### src/rtl/cmdd_pkg.sv
package cmdd_pkg;

  typedef enum logic [2:0] {
    ST_OP,
    ST_ARG,
    ST_EXEC,
    ST_ERR2,
    ST_WAIT,
    ST_HAND,
    ST_OWNED
  } cmdd_state_e;

  localparam logic [7:0] OP_SET_LO  = 8'h80;
  localparam logic [7:0] OP_GET_LO  = 8'h81;
  localparam logic [7:0] OP_SET_HI  = 8'h82;
  localparam logic [7:0] OP_GET_HI  = 8'h83;
  localparam logic [7:0] OP_LOOP_ON = 8'h84;
  localparam logic [7:0] OP_LOOP_OFF= 8'h85;
  localparam logic [7:0] OP_DIVISOR = 8'h86;
  localparam logic [7:0] OP_SEND    = 8'h87;
  localparam logic [7:0] OP_WAIT_HI = 8'h88;
  localparam logic [7:0] OP_WAIT_LO = 8'h89;
  localparam logic [7:0] ERR_MARK   = 8'hFA;

  // Commands that take two operand bytes.
  function automatic logic has_operands(logic [7:0] op);
    return (op == OP_SET_LO) || (op == OP_SET_HI) || (op == OP_DIVISOR);
  endfunction

  // Commands executed by an external engine.
  function automatic logic is_handoff(logic [7:0] op);
    return (op[7] == 1'b0) || (op[7:2] == 6'b100100);
  endfunction

endpackage

### src/rtl/cmdd_resp_fifo.sv
module cmdd_resp_fifo #(
  parameter int W     = 8,
  parameter int DEPTH = 16
) (
  input  logic         clk,
  input  logic         rst_n,
  input  logic         clr,
  input  logic         push,
  input  logic [W-1:0] push_data,
  input  logic         pop,
  output logic [W-1:0] head,
  output logic         empty,
  output logic         full
);
  localparam int AW = $clog2(DEPTH);
  localparam int CW = AW + 1;

  logic [W-1:0]  mem [DEPTH];
  logic [AW-1:0] wp, rp;
  logic [CW-1:0] cnt;

  always_ff @(posedge clk) begin
    if (push) mem[wp] <= push_data;
  end

  always_ff @(posedge clk or negedge rst_n) begin
    if (!rst_n) begin
      wp  <= '0;
      rp  <= '0;
      cnt <= '0;
    end else if (clr) begin
      wp  <= '0;
      rp  <= '0;
      cnt <= '0;
    end else begin
      if (push) wp <= (wp == AW'(DEPTH - 1)) ? '0 : wp + 1'b1;
      if (pop)  rp <= (rp == AW'(DEPTH - 1)) ? '0 : rp + 1'b1;
      cnt <= cnt + CW'(push) - CW'(pop);
    end
  end

  assign head  = mem[rp];
  assign empty = (cnt == '0);
  assign full  = (cnt == CW'(DEPTH));
endmodule

### src/rtl/cmdd_pin_bank.sv
module cmdd_pin_bank #(
  parameter int N = 8
) (
  input  logic         clk,
  input  logic         rst_n,
  input  logic         clr,
  input  logic         wr,
  input  logic [N-1:0] val,
  input  logic [N-1:0] dir,
  output logic [N-1:0] drive,
  output logic [N-1:0] oe
);
  always_ff @(posedge clk or negedge rst_n) begin
    if (!rst_n) begin
      drive <= '0;
      oe    <= '0;
    end else if (clr) begin
      drive <= '0;
      oe    <= '0;
    end else if (wr) begin
      drive <= val & dir;
      oe    <= dir;
    end
  end
endmodule

### src/rtl/byte_cmd_dispatch.sv
module byte_cmd_dispatch
  import cmdd_pkg::*;
#(
  parameter int LO_W       = 8,
  parameter int HI_W       = 4,
  parameter int RESP_DEPTH = 16,
  parameter int WAIT_LINE  = 9
) (
  input  logic                 clk,
  input  logic                 rst_n,
  input  logic                 enable,
  input  logic                 in_valid,
  input  logic [7:0]           in_data,
  output logic                 in_ready,
  output logic                 out_valid,
  output logic [7:0]           out_data,
  input  logic                 out_ready,
  input  logic [LO_W+HI_W-1:0] io_in,
  output logic [LO_W+HI_W-1:0] io_out,
  output logic [LO_W+HI_W-1:0] io_oe,
  output logic                 loopback,
  output logic [15:0]          clk_div,
  output logic                 dlg_valid,
  output logic [7:0]           dlg_op,
  output logic                 dlg_bus,
  input  logic                 dlg_ready,
  input  logic                 dlg_in_ready,
  input  logic                 dlg_done
);
  localparam int IO_W = LO_W + HI_W;

  cmdd_state_e state;
  logic [7:0]  op_q, arg0_q, arg1_q;
  logic        arg_idx;
  logic        drain_q;
  logic        clr;
  logic        in_fire;

  logic        push;
  logic [7:0]  push_data;
  logic        pop, f_empty, f_full;
  logic        lo_wr, hi_wr, flush_cmd;
  logic [LO_W-1:0] lo_drive, lo_oe;
  logic [HI_W-1:0] hi_drive, hi_oe;

  assign clr     = !enable;
  assign in_ready = enable && ((state == ST_OP) || (state == ST_ARG) ||
                               ((state == ST_OWNED) && dlg_in_ready));
  assign in_fire = in_valid && in_ready;

  // Actions taken in the execute and error-report states.
  always_comb begin
    push      = 1'b0;
    push_data = '0;
    lo_wr     = 1'b0;
    hi_wr     = 1'b0;
    flush_cmd = 1'b0;
    if (state == ST_EXEC) begin
      case (op_q)
        OP_SET_LO:  lo_wr = 1'b1;
        OP_SET_HI:  hi_wr = 1'b1;
        OP_GET_LO: begin push = !f_full; push_data = 8'(io_in[LO_W-1:0]); end
        OP_GET_HI: begin push = !f_full; push_data = 8'(io_in[IO_W-1:LO_W]); end
        OP_SEND:    flush_cmd = 1'b1;
        OP_LOOP_ON, OP_LOOP_OFF, OP_DIVISOR, OP_WAIT_HI, OP_WAIT_LO: ;
        default: begin push = !f_full; push_data = ERR_MARK; end
      endcase
    end else if (state == ST_ERR2) begin
      push      = !f_full;
      push_data = op_q;
    end
  end

  always_ff @(posedge clk or negedge rst_n) begin
    if (!rst_n) begin
      state    <= ST_OP;
      op_q     <= '0;
      arg0_q   <= '0;
      arg1_q   <= '0;
      arg_idx  <= 1'b0;
      loopback <= 1'b0;
      clk_div  <= '0;
    end else if (clr) begin
      state    <= ST_OP;
      op_q     <= '0;
      arg0_q   <= '0;
      arg1_q   <= '0;
      arg_idx  <= 1'b0;
      loopback <= 1'b0;
      clk_div  <= '0;
    end else begin
      case (state)
        ST_OP: if (in_fire) begin
          op_q    <= in_data;
          arg_idx <= 1'b0;
          if (is_handoff(in_data))        state <= ST_HAND;
          else if (has_operands(in_data)) state <= ST_ARG;
          else                            state <= ST_EXEC;
        end
        ST_ARG: if (in_fire) begin
          if (!arg_idx) begin
            arg0_q  <= in_data;
            arg_idx <= 1'b1;
          end else begin
            arg1_q <= in_data;
            state  <= ST_EXEC;
          end
        end
        ST_EXEC: begin
          case (op_q)
            OP_LOOP_ON:  begin loopback <= 1'b1; state <= ST_OP; end
            OP_LOOP_OFF: begin loopback <= 1'b0; state <= ST_OP; end
            OP_DIVISOR:  begin clk_div <= {arg1_q, arg0_q}; state <= ST_OP; end
            OP_WAIT_HI, OP_WAIT_LO: state <= ST_WAIT;
            OP_GET_LO, OP_GET_HI: if (!f_full) state <= ST_OP;
            OP_SET_LO, OP_SET_HI, OP_SEND: state <= ST_OP;
            default: if (!f_full) state <= ST_ERR2;
          endcase
        end
        ST_ERR2:  if (!f_full) state <= ST_OP;
        ST_WAIT:  if (io_in[WAIT_LINE] == (op_q == OP_WAIT_HI)) state <= ST_OP;
        ST_HAND:  if (dlg_ready) state <= ST_OWNED;
        ST_OWNED: if (dlg_done) state <= ST_OP;
        default:  state <= ST_OP;
      endcase
    end
  end

  // Release control: opens on a full queue or a send-now command, closes once empty.
  always_ff @(posedge clk or negedge rst_n) begin
    if (!rst_n)                 drain_q <= 1'b0;
    else if (clr)               drain_q <= 1'b0;
    else if (flush_cmd || f_full) drain_q <= 1'b1;
    else if (f_empty)           drain_q <= 1'b0;
  end

  assign out_valid = drain_q && !f_empty;
  assign pop       = out_valid && out_ready;

  cmdd_resp_fifo #(.W(8), .DEPTH(RESP_DEPTH)) u_fifo (
    .clk(clk), .rst_n(rst_n), .clr(clr),
    .push(push), .push_data(push_data), .pop(pop),
    .head(out_data), .empty(f_empty), .full(f_full)
  );

  cmdd_pin_bank #(.N(LO_W)) u_lo (
    .clk(clk), .rst_n(rst_n), .clr(clr), .wr(lo_wr),
    .val(arg0_q[LO_W-1:0]), .dir(arg1_q[LO_W-1:0]),
    .drive(lo_drive), .oe(lo_oe)
  );

  cmdd_pin_bank #(.N(HI_W)) u_hi (
    .clk(clk), .rst_n(rst_n), .clr(clr), .wr(hi_wr),
    .val(arg0_q[HI_W-1:0]), .dir(arg1_q[HI_W-1:0]),
    .drive(hi_drive), .oe(hi_oe)
  );

  assign io_out    = {hi_drive, lo_drive};
  assign io_oe     = {hi_oe, lo_oe};
  assign dlg_valid = (state == ST_HAND);
  assign dlg_op    = op_q;
  assign dlg_bus   = op_q[7];
endmodule

### config.mk
export PLATFORM = sky130hd
export DESIGN_NAME = byte_cmd_dispatch
export DESIGN_NICKNAME = d
export VERILOG_FILES = /design/src/rtl/cmdd_pkg.sv /design/src/rtl/cmdd_resp_fifo.sv /design/src/rtl/cmdd_pin_bank.sv /design/src/rtl/byte_cmd_dispatch.sv
export SDC_FILE = /design/constraint.sdc
export NUM_CORES = 1
export LEC_CHECK = 0
export BUFFER_PORTS_ARGS = -buffer_cell sky130_fd_sc_hd__clkbuf_2
export CAP_MARGIN = 20
export CORE_MARGIN = 10
export CORE_UTILIZATION = 46
export CTS_BUF_LIST = sky130_fd_sc_hd__clkbuf_16
export DETAILED_ROUTE_END_ITERATION = 7
export SLEW_MARGIN = 10
export SYNTH_ARGS = -nofsm -noshare
export SYNTH_HDL_FRONTEND = slang
export SYNTH_SLANG_ARGS = --single-unit
### constraint.sdc
create_clock -name clk -period 5.65 [get_ports clk]
set_input_delay 0 -clock clk [delete_from_list [all_inputs] [get_ports clk]]
set_output_delay 0 -clock clk [all_outputs]
set_load 0.01 [all_outputs]
* After elaboration in Yosys (flattened, before gate mapping)
Memories as Yosys holds them, arrays and structs flattened. Cells that the tools add are included.
Storage, ports and cells: memories 1, input bits 28, register bits after elaboration 83, output and inout bits 61, logic and storage cells 160, RAM bits 128
Memory list:
- u_fifo.mem | words 16, bits a word 8, rd ports 1, clocked after Yosys merged registers in 0, write ports 1, line cmdd_resp_fifo.sv:18 | logic [W-1:0] mem [DEPTH];
Cells by class: muxes and demuxes 66, reductions and logical operators 26, add/subtract/negate cells 4, bitwise operators 3, eq/ne operators 45
Operator list (count):
- 8-bit two-way mux | 17
- 8-bit equality test, second input constant | 13
- 16-bit two-way mux | 3
- 4-bit two-way mux | 10
- 3-bit two-way mux | 10
- 8-bit case mux with 3 select lines | 1
- 3-bit case mux with 7 select lines | 1
- 2-bit by 1-bit != test with 1-bit output, second input constant | 10
- 1-bit two-way mux | 19
- 3-bit != test, second input constant | 5
- 3-bit equality test, second input constant | 3
- 3-bit by 1-bit != test with 1-bit output, second input constant | 3
- 3-bit case mux with 3 select lines | 1
- 3-bit AND reduction | 3
- 4-bit by 1-bit adder with 4-bit output, second input constant | 2
- 8-bit AND | 1
- 4-bit equality test, second input constant | 2
- 8-bit OR reduction | 1
- 7-bit AND reduction | 1
- 3-bit by 2-bit equality test with 1-bit output, second input constant | 2
- 6-bit equality test, second input constant | 1
- 1-bit logical OR | 6
- 6-bit by 4-bit != test with 1-bit output, second input constant | 1
- 2-bit AND reduction | 3
- other kinds (18) | 25

* Depth between registers and ports, before layout
Gate-level depths: netlist (run 1).
word-level depth 8, gate-level depth with buffers 14, depth with buffers taken out 14

* Hierarchy
A second synthesis (run 1) with hierarchy kept.
Second synthesis, totals: cells, all modules 714, area, all modules 9397.8 um2
By module, submodules not included:
- cmdd_resp_fifo | cells an instance 340, times used 1, area an instance 5833.1 um2
- byte_cmd_dispatch | cells an instance 284, times used 1, area an instance 2537.4 um2
- cmdd_pin_bank at u_lo | cells an instance 60, times used 1, area an instance 691.9 um2
- cmdd_pin_bank at u_hi | cells an instance 30, times used 1, area an instance 335.3 um2

* Worst setup path before layout (run 1)
OpenSTA, ideal clock, no wires.
path kind reg-to-reg, from register op_q[6] (netlist: dlg_op[6]), to memory u_fifo.mem[0][0], data pin, path slack 2.844 ns, setup time 0.330 ns, period minus slack after synthesis 2.806 ns, stages on the path, launching flop included 6, arrival 2.476 ns, required time 5.320 ns, cells stage by stage dfrtp_1 or4b_1 buf_2 or3_1 or2_2 o21ai_0
On the way: longest elaborated chain between the ends 4, elaborated cells between the ends (all ways) 13
RTL lines:
- start, declared | line byte_cmd_dispatch.sv:33 | logic [7:0] op_q, arg0_q, arg1_q;
- start signal, assigned | line byte_cmd_dispatch.sv:94 | op_q <= in_data;
- 8-bit equality test | line byte_cmd_dispatch.sv:59 | case (op_q)
- 8-bit OR reduction (no source line)
- 8-bit case mux with 3 select lines (*) | line byte_cmd_dispatch.sv:59
- 8-bit two-way mux (*) | line byte_cmd_dispatch.sv:58 | if (state == ST_EXEC) begin
- net push_data[0] | line byte_cmd_dispatch.sv:40 | logic [7:0] push_data;
- end, declared | line cmdd_resp_fifo.sv:18
Mark *: on every way through the listed nets, which the timed path passes. The rest lies on a longest branch.

* Final worst setup path (run 1)
from register u_fifo.cnt[2], to register u_fifo.cnt[4]
On the way: longest elaborated chain between the ends 7, elaborated cells between the ends (all ways) 12
RTL lines:
- start, declared | line cmdd_resp_fifo.sv:20 | logic [CW-1:0] cnt;
- start signal, assigned | line cmdd_resp_fifo.sv:38 | cnt <= cnt + CW'(push) - CW'(pop);
- 5-bit equality test | line cmdd_resp_fifo.sv:44 | assign full = (cnt == CW'(DEPTH));
- 1-bit zero test
- 1-bit two-way mux, on equally long branches
- 1-bit two-way mux | line byte_cmd_dispatch.sv:58
- 5-bit by 1-bit adder with 5-bit output | line cmdd_resp_fifo.sv:38
- 5-bit by 1-bit subtractor with 5-bit output (*) | line cmdd_resp_fifo.sv:38
- 5-bit two-way mux (*) | line cmdd_resp_fifo.sv:31 | end else if (clr) begin
Every way passes the cells marked *; elsewhere a longest branch is shown, timed or not. A chain may end at the register's enable or synchronous reset.

==> impl_metrics.yaml, run 1 <==
status:
  outcome: "finished with violations"
  failed_checks: "negative hold slack"
setup_path:
  crit_path_end_kind: "register"
  worst-path-max-fanout: 10
  path_cells: "inv_1 > ha_1 > nor4bb_1 > nor3_1 > o31a_1 > ha_1 > inv_1 > fa_1 > inv_1 > a21oi_1 > nor2_1 > or3_1 > a21oi_1"
  r2r-start: "u_fifo.cnt[2]$_DFF_PN0_"
  setup.worst_path.start: "u_fifo.cnt[2]$_DFF_PN0_"
  cp_data_required_time_ns: 6.08
  criticalPathCategory: "reg -> reg"
  cpMaxStageDelayCell: "nor4bb_1"
  cpLargestDelayFamily: "simple AND/OR/NAND/NOR gates"
  worst_reg_to_reg_path_cell_count: 13
  path_common_cell: "inv_1"
  cp_slowest_stage_delay_ns: 0.62
  worst-path-buf-inv: 3
  crit_arrival_ns: 3.49
  worst-path-stages: 13
  crit_path_start_kind: "register"
timing:
  report.final.hold_viol_count: 31
  unrepaired_setup_endpoints_after_global_routing: "no"
  clock-skew-final_ns: 0.0135
  max_freq_ghz: 0.327
  finalHoldWorstSlack_ns: -0.0161
  timing_worst_slew_pin_value_ns: 0.907
  totalNegativeSetupSlack_ns: 0
  finalCriticalPeriod_ns: 3.06
  post-route-period-util_pct: 54.2
  final-setup-viol-count: 0
  maxSlewHeadroom_pct: 39.2
  slew_viols_final: 0
cts:
  cts_buffers: 23
  max-clock-path-buffers: 3
  worstSkewPairLatency_ns: 0.50
  htree_num_levels: 1
  clk_pin_slew_worst_paths_ns: 0.06
  clock_sink_count: 211
  cts_root_buf: "clkbuf_16"
  cts_tree: "done"
  post_cts_buffers: 0
global_routing:
  global_route_wire_length_before_repair_um: 33800
  grtUsageTotal_pct: 16.2
  grt_start_max_net_pins: 84
  top_usage_layer: "met2"
  grt.overflow.total: 0
  initial_antenna_violation_count: 0
  global_route.usage.met2_pct: 27.3
  grt_pass1_vias: 5810
  gr-usage-met3_pct: 3.18
  use_met1_pct: 21.4
drt:
  post_drt_via_cell_ratio: 5.50
  totalWireLength_um: 21100
  dr.pass1.iters: 5
  post_route_drc: 0
  ant_nets: 0
  vias: 5580
  wl_per_cell_um: 20.8
  drt_first_iter_violations: 440
yosys:
  xor_and_xnor_fraction_of_the_mapped_netlist_area_pct: 0.574
  ys_seq_area_share_pct: 64.7
  muxShareOfSynthArea_pct: 15.2
  ys_dominant_reg_cell: "edfxtp_1"
  synth_cells: 634
  postSynthRegisterBits: 211
  asyncSetResetFlopFracSynth_pct: 39.3
  synth.distinct_cells: 59
  synth_area_per_inst_um2: 14.4
  post_synth_and_or_nand_nor_area_fraction_pct: 10.1
  synth_top_family_by_area: "multiplexers"
  synth.cell_area_um2: 9160
  synth_edf_count: 128
  synth-compound-area-share_pct: 5.15
  synth-adder-area-share_pct: 1.72
  synthesis.yosys.warnings: 0
  mapped_nets: 674
final_layout:
  antennaDiodeCount: 0
  layout-drive-gt1-share_pct: 24.8
  nets: 772
  area_growth_syn_to_layout_pct: 16.8
  fillCellCount: 1632
  fin_area_um2: 10700
flow_run:
  maxCapViolCount: 0
floorplanning:
  chipHeight_um: 161
  floorplan.die_area_um2: 26000
  die_x_um: 161
  coreArea_um2: 19500
  num_rows: 51
  i_o_pins: 89
  initial_core_util_pct: 46.9
power_and_ir_drop:
  vdd_drop_max_mv: 0.225
  cellLeakagePower_uw: 0.00424
  power_density_nw_per_um2: 374
place:
  port_buffers: 88
  detailed_place_hpwl_um: 14200
  place_congestion: 0.849
  detailed_place.area_um2: 9840
min_path:
  hold_class: "in -> async"
-- kinds of logic after synthesis --
| logic type | after synthesis |
|---|---|
| xor+xnor | 6 |
| buf+inv | 56 |
| fa+ha+maj | 12 |
| compound gates | 77 |
| mux | 89 |
| simple gates | 183 |
| flops | 211 |
-- state kept, by name, indices dropped and copies added (netlist names), 5 cells and up --
signal	count
u_lo.oe	8
arg1_q	8
u_fifo.mem	128
clk_div	16
dlg_op	8
u_lo.drive	8
u_fifo.cnt	5
arg0_q	8
-- metrics by stage --
stage               worst slack, ns  std cells  power (uW)  utilization (%)  hold slack (ns)
floorplan                      2.84        634        2350                -           -0.296
global placement               2.81        961        2550             50.4            0.244
detailed placement             2.65        961        2580             50.4            0.257
CTS                            2.64       1013        4030             54.7           0.0292
global route                   2.26       1014        4190             54.8          0.00937
finish                         2.59       1014        4000             54.8          -0.0161
-- synthesized netlist by cell type (3+ instances only) --
library cell / n / share of area, %
or3_1: 5 / 0.34
dfrtp_1: 83 / 23
clkbuf_1: 21 / 0.86
edfxtp_1: 128 / 42
a21oi_1: 28 / 1.5
o21ai_0: 24 / 1.3
mux4_2: 40 / 9.8
nand2_1: 43 / 1.8
nor3_1: 4 / 0.22
nor3b_1: 5 / 0.41
ha_1: 11 / 1.5
xor2_1: 4 / 0.38
nand3b_1: 3 / 0.25
nand3_1: 13 / 0.71
buf_1: 4 / 0.16
nor2_1: 61 / 2.5
inv_1: 21 / 0.86
a31oi_1: 3 / 0.20
and2_1: 14 / 0.96
buf_2: 4 / 0.22
buf_4: 3 / 0.25
nand2b_1: 5 / 0.34
nand4_1: 5 / 0.34
and3_1: 6 / 0.41
mux2i_1: 49 / 5.4
nor2b_1: 3 / 0.20
-- worst register-to-register path, delay by kind of cell, from the launching register on --
| family | cells | cell delay (ns) |
|---|---|---|
| compound gates | 3 | 0.56 |
| fa+ha+maj | 3 | 0.67 |
| buf+inv | 3 | 0.22 |
| flops | 1 | 0.39 |
| simple gates | 4 | 1.15 |
-- cells in the final DEF, fill, tap and decap left out, types with 3 or more instances in the layout --
| cell type | instances |
|---|---|
| inv_1 | 23 |
| edfxtp_1 | 128 |
| dlygate4sd3_1 | 10 |
| clkbuf_16 | 24 |
| mux4_2 | 40 |
| ha_1 | 11 |
| and2_1 | 14 |
| o21ai_0 | 24 |
| buf_4 | 9 |
| clkbuf_2 | 87 |
| a21oi_1 | 28 |
| nor3b_1 | 5 |
| nand3_1 | 13 |
| or3_1 | 5 |
| a31oi_1 | 3 |
| nand4_1 | 5 |
| nor2b_1 | 3 |
| xor2_1 | 4 |
| clkinv_1 | 7 |
| nor2_1 | 61 |
| mux2i_1 | 49 |
| nand2b_1 | 5 |
| nand3b_1 | 3 |
| nand2_1 | 43 |
| nor3_1 | 4 |
| and3_1 | 6 |
| dfrtp_1 | 81 |
| clkinv_2 | 3 |
-- path summary, 6_finish.rpt --
path	slack (ns)	to
worst max-delay path	2.59	u_fifo.cnt[4]$_DFF_PN0_
worst min-delay path	-0.02	u_lo.oe[3]$_DFFE_PN0P_
worst max register to register	2.59	u_fifo.cnt[4]$_DFF_PN0_
worst min register to register	0.53	u_lo.drive[5]$_DFFE_PN0P_
max in group asynchronous	5.04	u_fifo.rp[0]$_DFFE_PN0P_
min in group clk	0.05	u_fifo.rp[0]$_DFFE_PN0P_
-- power by group --
part	internal, uW	switching, uW
combinational	265	413
sequential	1800	82.4
clock	859	586
-- timing repair --
action,CTS,global route
gates resized for setup,0,0
hold buffers,10,0
endpoints found under the hold margin,108,0
-- routing by layer --
metal	wire, um	part of all wire, %
met1	8960	42
met2	10600	50
met3	1230	5.8
met4	292	1.4
met5	0	0
-- area by class of cell --
type	instances	area, um2	area share [%]
sequential	211	5920	55.4
multi-input combinational	367	3000	28.0
timing repair buffer	107	631	5.89
clock buffer	24	601	5.61
tap	265	332	3.10
clock inverter	18	136	1.27
inverter	22	82.6	0.772
Note: power is estimated with default switching activity, not from simulation.
==> run 2, diff against run 1 <==
==> constraint.sdc (replaced) <==
create_clock -name clk -period 3 [get_ports clk]
set_input_delay 0 -clock clk [delete_from_list [all_inputs] [get_ports clk]]
set_output_delay 0 -clock clk [all_outputs]
set_load 0.01 [all_outputs]
==> impl_metrics.yaml, run 2 (synthesized netlist as in run 1, its figures left out) <==
status:
  outcome: "completed"
flow_run:
  maxCapViolCount: 0
final_layout:
  final_cell_mix: "edfxtp_1 (128), clkbuf_2 (87), dfrtp_1 (82), nor2_1 (61), mux2i_1 (49)"
  largest_registers: "u_fifo.mem x128, clk_div x16"
  antennaDiodeCount: 0
  layout-drive-gt1-share_pct: 26.4
  nets: 794
  area_growth_syn_to_layout_pct: 18.8
  largest_reg_flops: 128
  layout.cells.most_common: "edfxtp_1"
  max_flop_register: "u_fifo.mem"
setup_path:
  crit_path_start_kind: "register"
  crit_path_end_kind: "register"
  criticalPathCategory: "reg -> reg"
  regToRegSetupSlack_ns: 0.23
  cp_data_required_time_ns: 3.42
  r2r-start: "u_fifo.cnt[3]$_DFF_PN0_"
  path_common_cell: "inv_1"
  path_cells: "inv_1 > ha_1 > nand2b_1 > o311a_1 > ha_1 > inv_1 > ha_1 > inv_1 > fa_1 > inv_1 > a21oi_1 > nor2_1 > or3_1 > a21oi_1"
  worst_reg_to_reg_path_cell_count: 14
  cpMaxStageDelayCell: "dfrtp_1"
  worst-path-max-fanout: 5
  rr_endpoint: "u_fifo.cnt[4]$_DFF_PN0_"
  crit_arrival_ns: 3.19
  cp_slowest_stage_delay_ns: 0.39
timing:
  max_freq_ghz: 0.361
  unrepaired_setup_endpoints_after_global_routing: "no"
  slew_viols_final: 0
  finalCriticalPeriod_ns: 2.77
  post-route-period-util_pct: 92.5
  clock-skew-final_ns: 0.0126
  timing_worst_slew_pin_value_ns: 0.829
  totalNegativeSetupSlack_ns: 0
  maxSlewHeadroom_pct: 44.4
  final-setup-viol-count: 0
  finalHoldWorstSlack_ns: 0.0336
  report.final.hold_viol_count: 0
drt:
  drt_first_iter_violations: 407
  post_route_drc: 0
  vias: 5628
  wl_per_cell_um: 21.5
  dr.pass1.iters: 5
  ant_nets: 0
  totalWireLength_um: 22300
  post_drt_via_cell_ratio: 5.44
floorplanning:
  chipHeight_um: 161
  i_o_pins: 89
  num_rows: 51
  die_x_um: 161
  floorplan.die_area_um2: 26000
  coreArea_um2: 19500
  initial_core_util_pct: 46.9
global_routing:
  global_route_wire_length_before_repair_um: 35200
  grt_pass1_vias: 5907
  initial_antenna_violation_count: 0
  grt.overflow.total: 0
  grt_start_max_net_pins: 84
  grtUsageTotal_pct: 17.2
place:
  detailed_place_hpwl_um: 14700
  place_congestion: 0.817
  port_buffers: 88
cts:
  cts_buffers: 23
  cts_root_buf: "clkbuf_16"
  clock_sink_count: 211
  cts_tree: "done"
  htree_num_levels: 1
  worstSkewPairLatency_ns: 0.50
  max-clock-path-buffers: 3
  clk_pin_slew_worst_paths_ns: 0.06
  post_cts.resized_instances: 0
power_and_ir_drop:
  power_density_nw_per_um2: 699
  vdd_drop_max_mv: 0.434
  cellLeakagePower_uw: 0.00438
min_path:
  min_to: "u_fifo.rp[0]$_DFFE_PN0P_"
  min_from: "out_ready"
  min_path_cells: 4
  hold_class: "in -> reg"
[run 2: changes by cell type in the layout (fill, tap and decap cells not counted), sizes merged]
| cell | delta |
|---|---|
| clkinv | -3 |
| inv | +3 |
| dlygate4sd3 | +2 |
| clkbuf | -1 |
| bufinv | +1 |
| clkinvlp | -1 |
| buf | +20 |
[run 2: power by group]
| part | switching (uW) | internal, uW | total (uW) |
|---|---|---|---|
| Combinational | 822 | 545 | 1370 |
| Clock | 1090 | 1640 | 2730 |
| Sequential | 106 | 3390 | 3500 |
| Total | 2020 | 5580 | 7600 |
[run 2: how the worst max path moves through the flow]
stage / slack [ns] / cells after the start / endpoint / startpoint
6_report: 0.23 / 14 / u_fifo.cnt[4]$_DFF_PN0_ / u_fifo.cnt[3]$_DFF_PN0_
5_1_grt: 0.05 / 14 / u_fifo.cnt[4]$_DFF_PN0_ / u_fifo.cnt[3]$_DFF_PN0_
4_1_cts: 0.20 / 14 / u_fifo.cnt[4]$_DFF_PN0_ / u_fifo.cnt[3]$_DFF_PN0_
3_5_place_dp: 0.20 / 14 / u_fifo.cnt[4]$_DFF_PN0_ / u_fifo.cnt[3]$_DFF_PN0_
3_3_place_gp: 0.33 / 14 / u_fifo.cnt[4]$_DFF_PN0_ / u_fifo.cnt[3]$_DFF_PN0_
2_1_floorplan: 0.19 / 5 / u_fifo.mem[0][0]$_DFFE_PP_ / dlg_op[6]$_DFFE_PN0P_
[run 2: timing repair]
action,4_1_cts,5_1_grt
setup buffers,0,0
endpoints found under the hold margin,109,19
hold buffers,11,1
[run 2: cell type report]
class	count	area [um2]
multi-input combinational	367	3000
sequential	211	5920
fill	1633	8650
clock inverter	18	155
timing repair buffer	129	813
tap	265	332
clock buffer	23	576
inverter	22	82.6
[run 2: worst max-delay path, delay by kind of cell (launching register included)]
family	cells	cell delay, ns
and+or+nand+nor	3	0.49
buffers and inverters	4	0.26
DFF	1	0.39
AOI/OAI and AO/OA	3	0.63
adders and majority gates	4	0.92
[run 2: layer usage]
metal / part of all wire, % / track usage, %
met1: 42 / 22.5
met3: 5.4 / 3.28
met2: 51 / 29.1
met4: 1.7 / 3.64
met5: 0 / 0
[run 2: metrics by stage]
stage	setup WS (ns)	power [uW]	std cells	cell area (um2)	utilization [%]
after floorplan	0.194	4430	634	9160	-
after global placement	0.334	4870	981	10000	51.2
after detailed placement	0.196	4910	981	10000	51.2
after CTS	0.197	7660	1033	10800	55.5
after global routing	0.0472	7960	1035	10900	55.7
final	0.226	7600	1035	10900	55.7
==> run 3, diff against run 2 <==
--- a/config.mk
+++ b/config.mk
@@ -5,12 +5,12 @@
 export SDC_FILE = /design/constraint.sdc
 export NUM_CORES = 1
 export LEC_CHECK = 0
-export BUFFER_PORTS_ARGS = -buffer_cell sky130_fd_sc_hd__clkbuf_2
-export CAP_MARGIN = 20
 export CORE_MARGIN = 10
 export CORE_UTILIZATION = 46
 export CTS_BUF_LIST = sky130_fd_sc_hd__clkbuf_16
 export DETAILED_ROUTE_END_ITERATION = 7
+export DONT_BUFFER_PORTS = 1
+export GPL_TIMING_DRIVEN = 0
 export SLEW_MARGIN = 10
 export SYNTH_ARGS = -nofsm -noshare
 export SYNTH_HDL_FRONTEND = slang
==> impl_metrics.yaml, run 3 (synthesized netlist as in run 1, its figures left out) <==
floorplanning:
  coreArea_um2: 19500
  floorplan.die_area_um2: 26000
  chipHeight_um: 161
  i_o_pins: 89
  initial_core_util_pct: 46.9
  die_x_um: 161
  num_rows: 51
power_and_ir_drop:
  net_load_switching_power_uw: 2050
  internal-power_uw: 5310
  cellLeakagePower_uw: 0.00394
  power.switching_fraction_pct: 27.8
  clkPwrFrac_pct: 34.0
  report.power.total_uw: 7360
  power_density_nw_per_um2: 707
  share_seq_of_total_power_pct: 47.5
  vdd_drop_max_mv: 0.387
  power_frac_comb_pct: 18.6
drt:
  post_route_drc: 0
  wl_per_cell_um: 23.6
  totalWireLength_um: 22700
  vias: 5494
  post_drt_via_cell_ratio: 5.72
  dr.pass1.iters: 5
  ant_nets: 0
  drt_first_iter_violations: 352
final_layout:
  final_cell_mix: "edfxtp_1 (128), dfrtp_1 (80), nor2_1 (61), mux2i_1 (49), nand2_1 (43)"
  fillCellCount: 1620
  layout-drive-gt1-share_pct: 15.4
  largest_registers: "u_fifo.mem x128, clk_div x16"
  max_flop_register: "u_fifo.mem"
  post_route_insts_no_fill: 960
  area_growth_syn_to_layout_pct: 13.7
  largest_reg_flops: 128
  nets: 720
  antennaDiodeCount: 0
  layout.cells.most_common: "edfxtp_1"
  multi_input_area_um2: 3020
  layout.area.seq_um2: 5920
timing:
  maxSlewHeadroom_pct: 38.7
  max_freq_ghz: 0.348
  slew_viols_final: 0
  finalCriticalPeriod_ns: 2.87
  timing_worst_slew_pin_value_ns: 0.914
  clock-skew-final_ns: 0.0202
  post-route-period-util_pct: 95.7
  totalNegativeSetupSlack_ns: 0
  timing.final.ws_setup_ns: 0.129
  finalHoldWorstSlack_ns: 0.00591
  report.final.hold_viol_count: 0
  final-setup-viol-count: 0
  unrepaired_setup_endpoints_after_global_routing: "yes"
cts:
  post_cts_buffers: 0
  worstSkewPairLatency_ns: 0.51
  max-clock-path-buffers: 3
  cts_tree: "done"
  clock_sink_count: 211
  cts_root_buf: "clkbuf_16"
  clk_pin_slew_worst_paths_ns: 0.06
  cts_buffers: 22
  htree_num_levels: 1
global_routing:
  grt.overflow.total: 0
  global_route_wire_length_before_repair_um: 34800
  grt_pass1_vias: 5783
  grt_start_max_net_pins: 84
  initial_antenna_violation_count: 0
  grtUsageTotal_pct: 17.2
setup_path:
  cp_data_required_time_ns: 3.00
  regToRegSetupSlack_ns: 0.15
  worst-path-max-fanout: 10
  crit_path_end_kind: "primary output"
  criticalPathCategory: "reg -> out"
  crit_arrival_ns: 2.87
  crit_path_start_kind: "register"
place:
  detailed_place_hpwl_um: 15600
  place_congestion: 0.814
  port_buffers: 0
  place_ws_ns: -0.112
  placed_cells: 905
min_path:
  hold_class: "in -> reg"
flow_run:
  maxCapViolCount: 0
status:
  outcome: "completed"
-- run 3: power by group through the flow --
stage / combinational [uW] / sequential, uW / clock (uW)
floorplan: 910 / 3520 / 0
global placement: 1200 / 3550 / 0
detailed placement: 1290 / 3550 / 0
CTS: 1350 / 3490 / 2560
global route: 1500 / 3500 / 2680
finish: 1370 / 3490 / 2500
-- run 3: layout make-up --
cell class	count	area share (%)
tap	265	3.18
sequential	211	56.9
clock inverter	17	1.03
buffer	33	1.59
clock buffer	22	5.29
multi-input combinational	367	29.0
inverter	22	0.793
timing repair buffer	23	2.23
-- run 3: metal layers --
layer	vias up	part of all wire [%]	global-route usage, %
met2	181	52	30.3
li1	2464	-	-
met3	43	7.4	4.60
met1	2806	38	20.2
met5	-	0	0
met4	0	2.2	4.96
-- run 3: repair_timing --
item,CTS,global route
gates cloned,0,0
hold buffers,17,0
resized for setup,5,7
endpoints found under the hold margin,125,0
setup endpoints to repair,9,15
-- run 3: critical path: stages (launching register included) --
cell and delay [ns]:
dfrtp_1 0.35, clkbuf_1 0.49, clkbuf_1 0.57, mux4_2 0.43, mux4_2 0.53
-- run 3: final timing paths --
path | startpoint | end | cells after the start
worst max-delay path | u_fifo.rp[1]$_DFFE_PN0P_ | out_data[7] | 4
worst min-delay path | io_in[0] | u_fifo.mem[14][0]$_DFFE_PP_ | 2
worst max register to register | dlg_op[6]$_DFFE_PN0P_ | u_fifo.cnt[4]$_DFF_PN0_ | 11
worst min register to register | arg0_q[4]$_DFFE_PN0P_ | arg0_q[4]$_DFFE_PN0P_ | 2
max in group asynchronous | rst_n | dlg_op[7]$_DFFE_PN0P_ | 2
min in group asynchronous | rst_n | arg1_q[6]$_DFFE_PN0P_ | 2
-- run 3: metrics by stage --
stage | cell area (um2) | util (%)
floorplan | 9160 | -
global placement | 9490 | 48.6
detailed placement | 9530 | 48.8
CTS | 10400 | 53.2
global route | 10400 | 53.3
finish | 10400 | 53.3
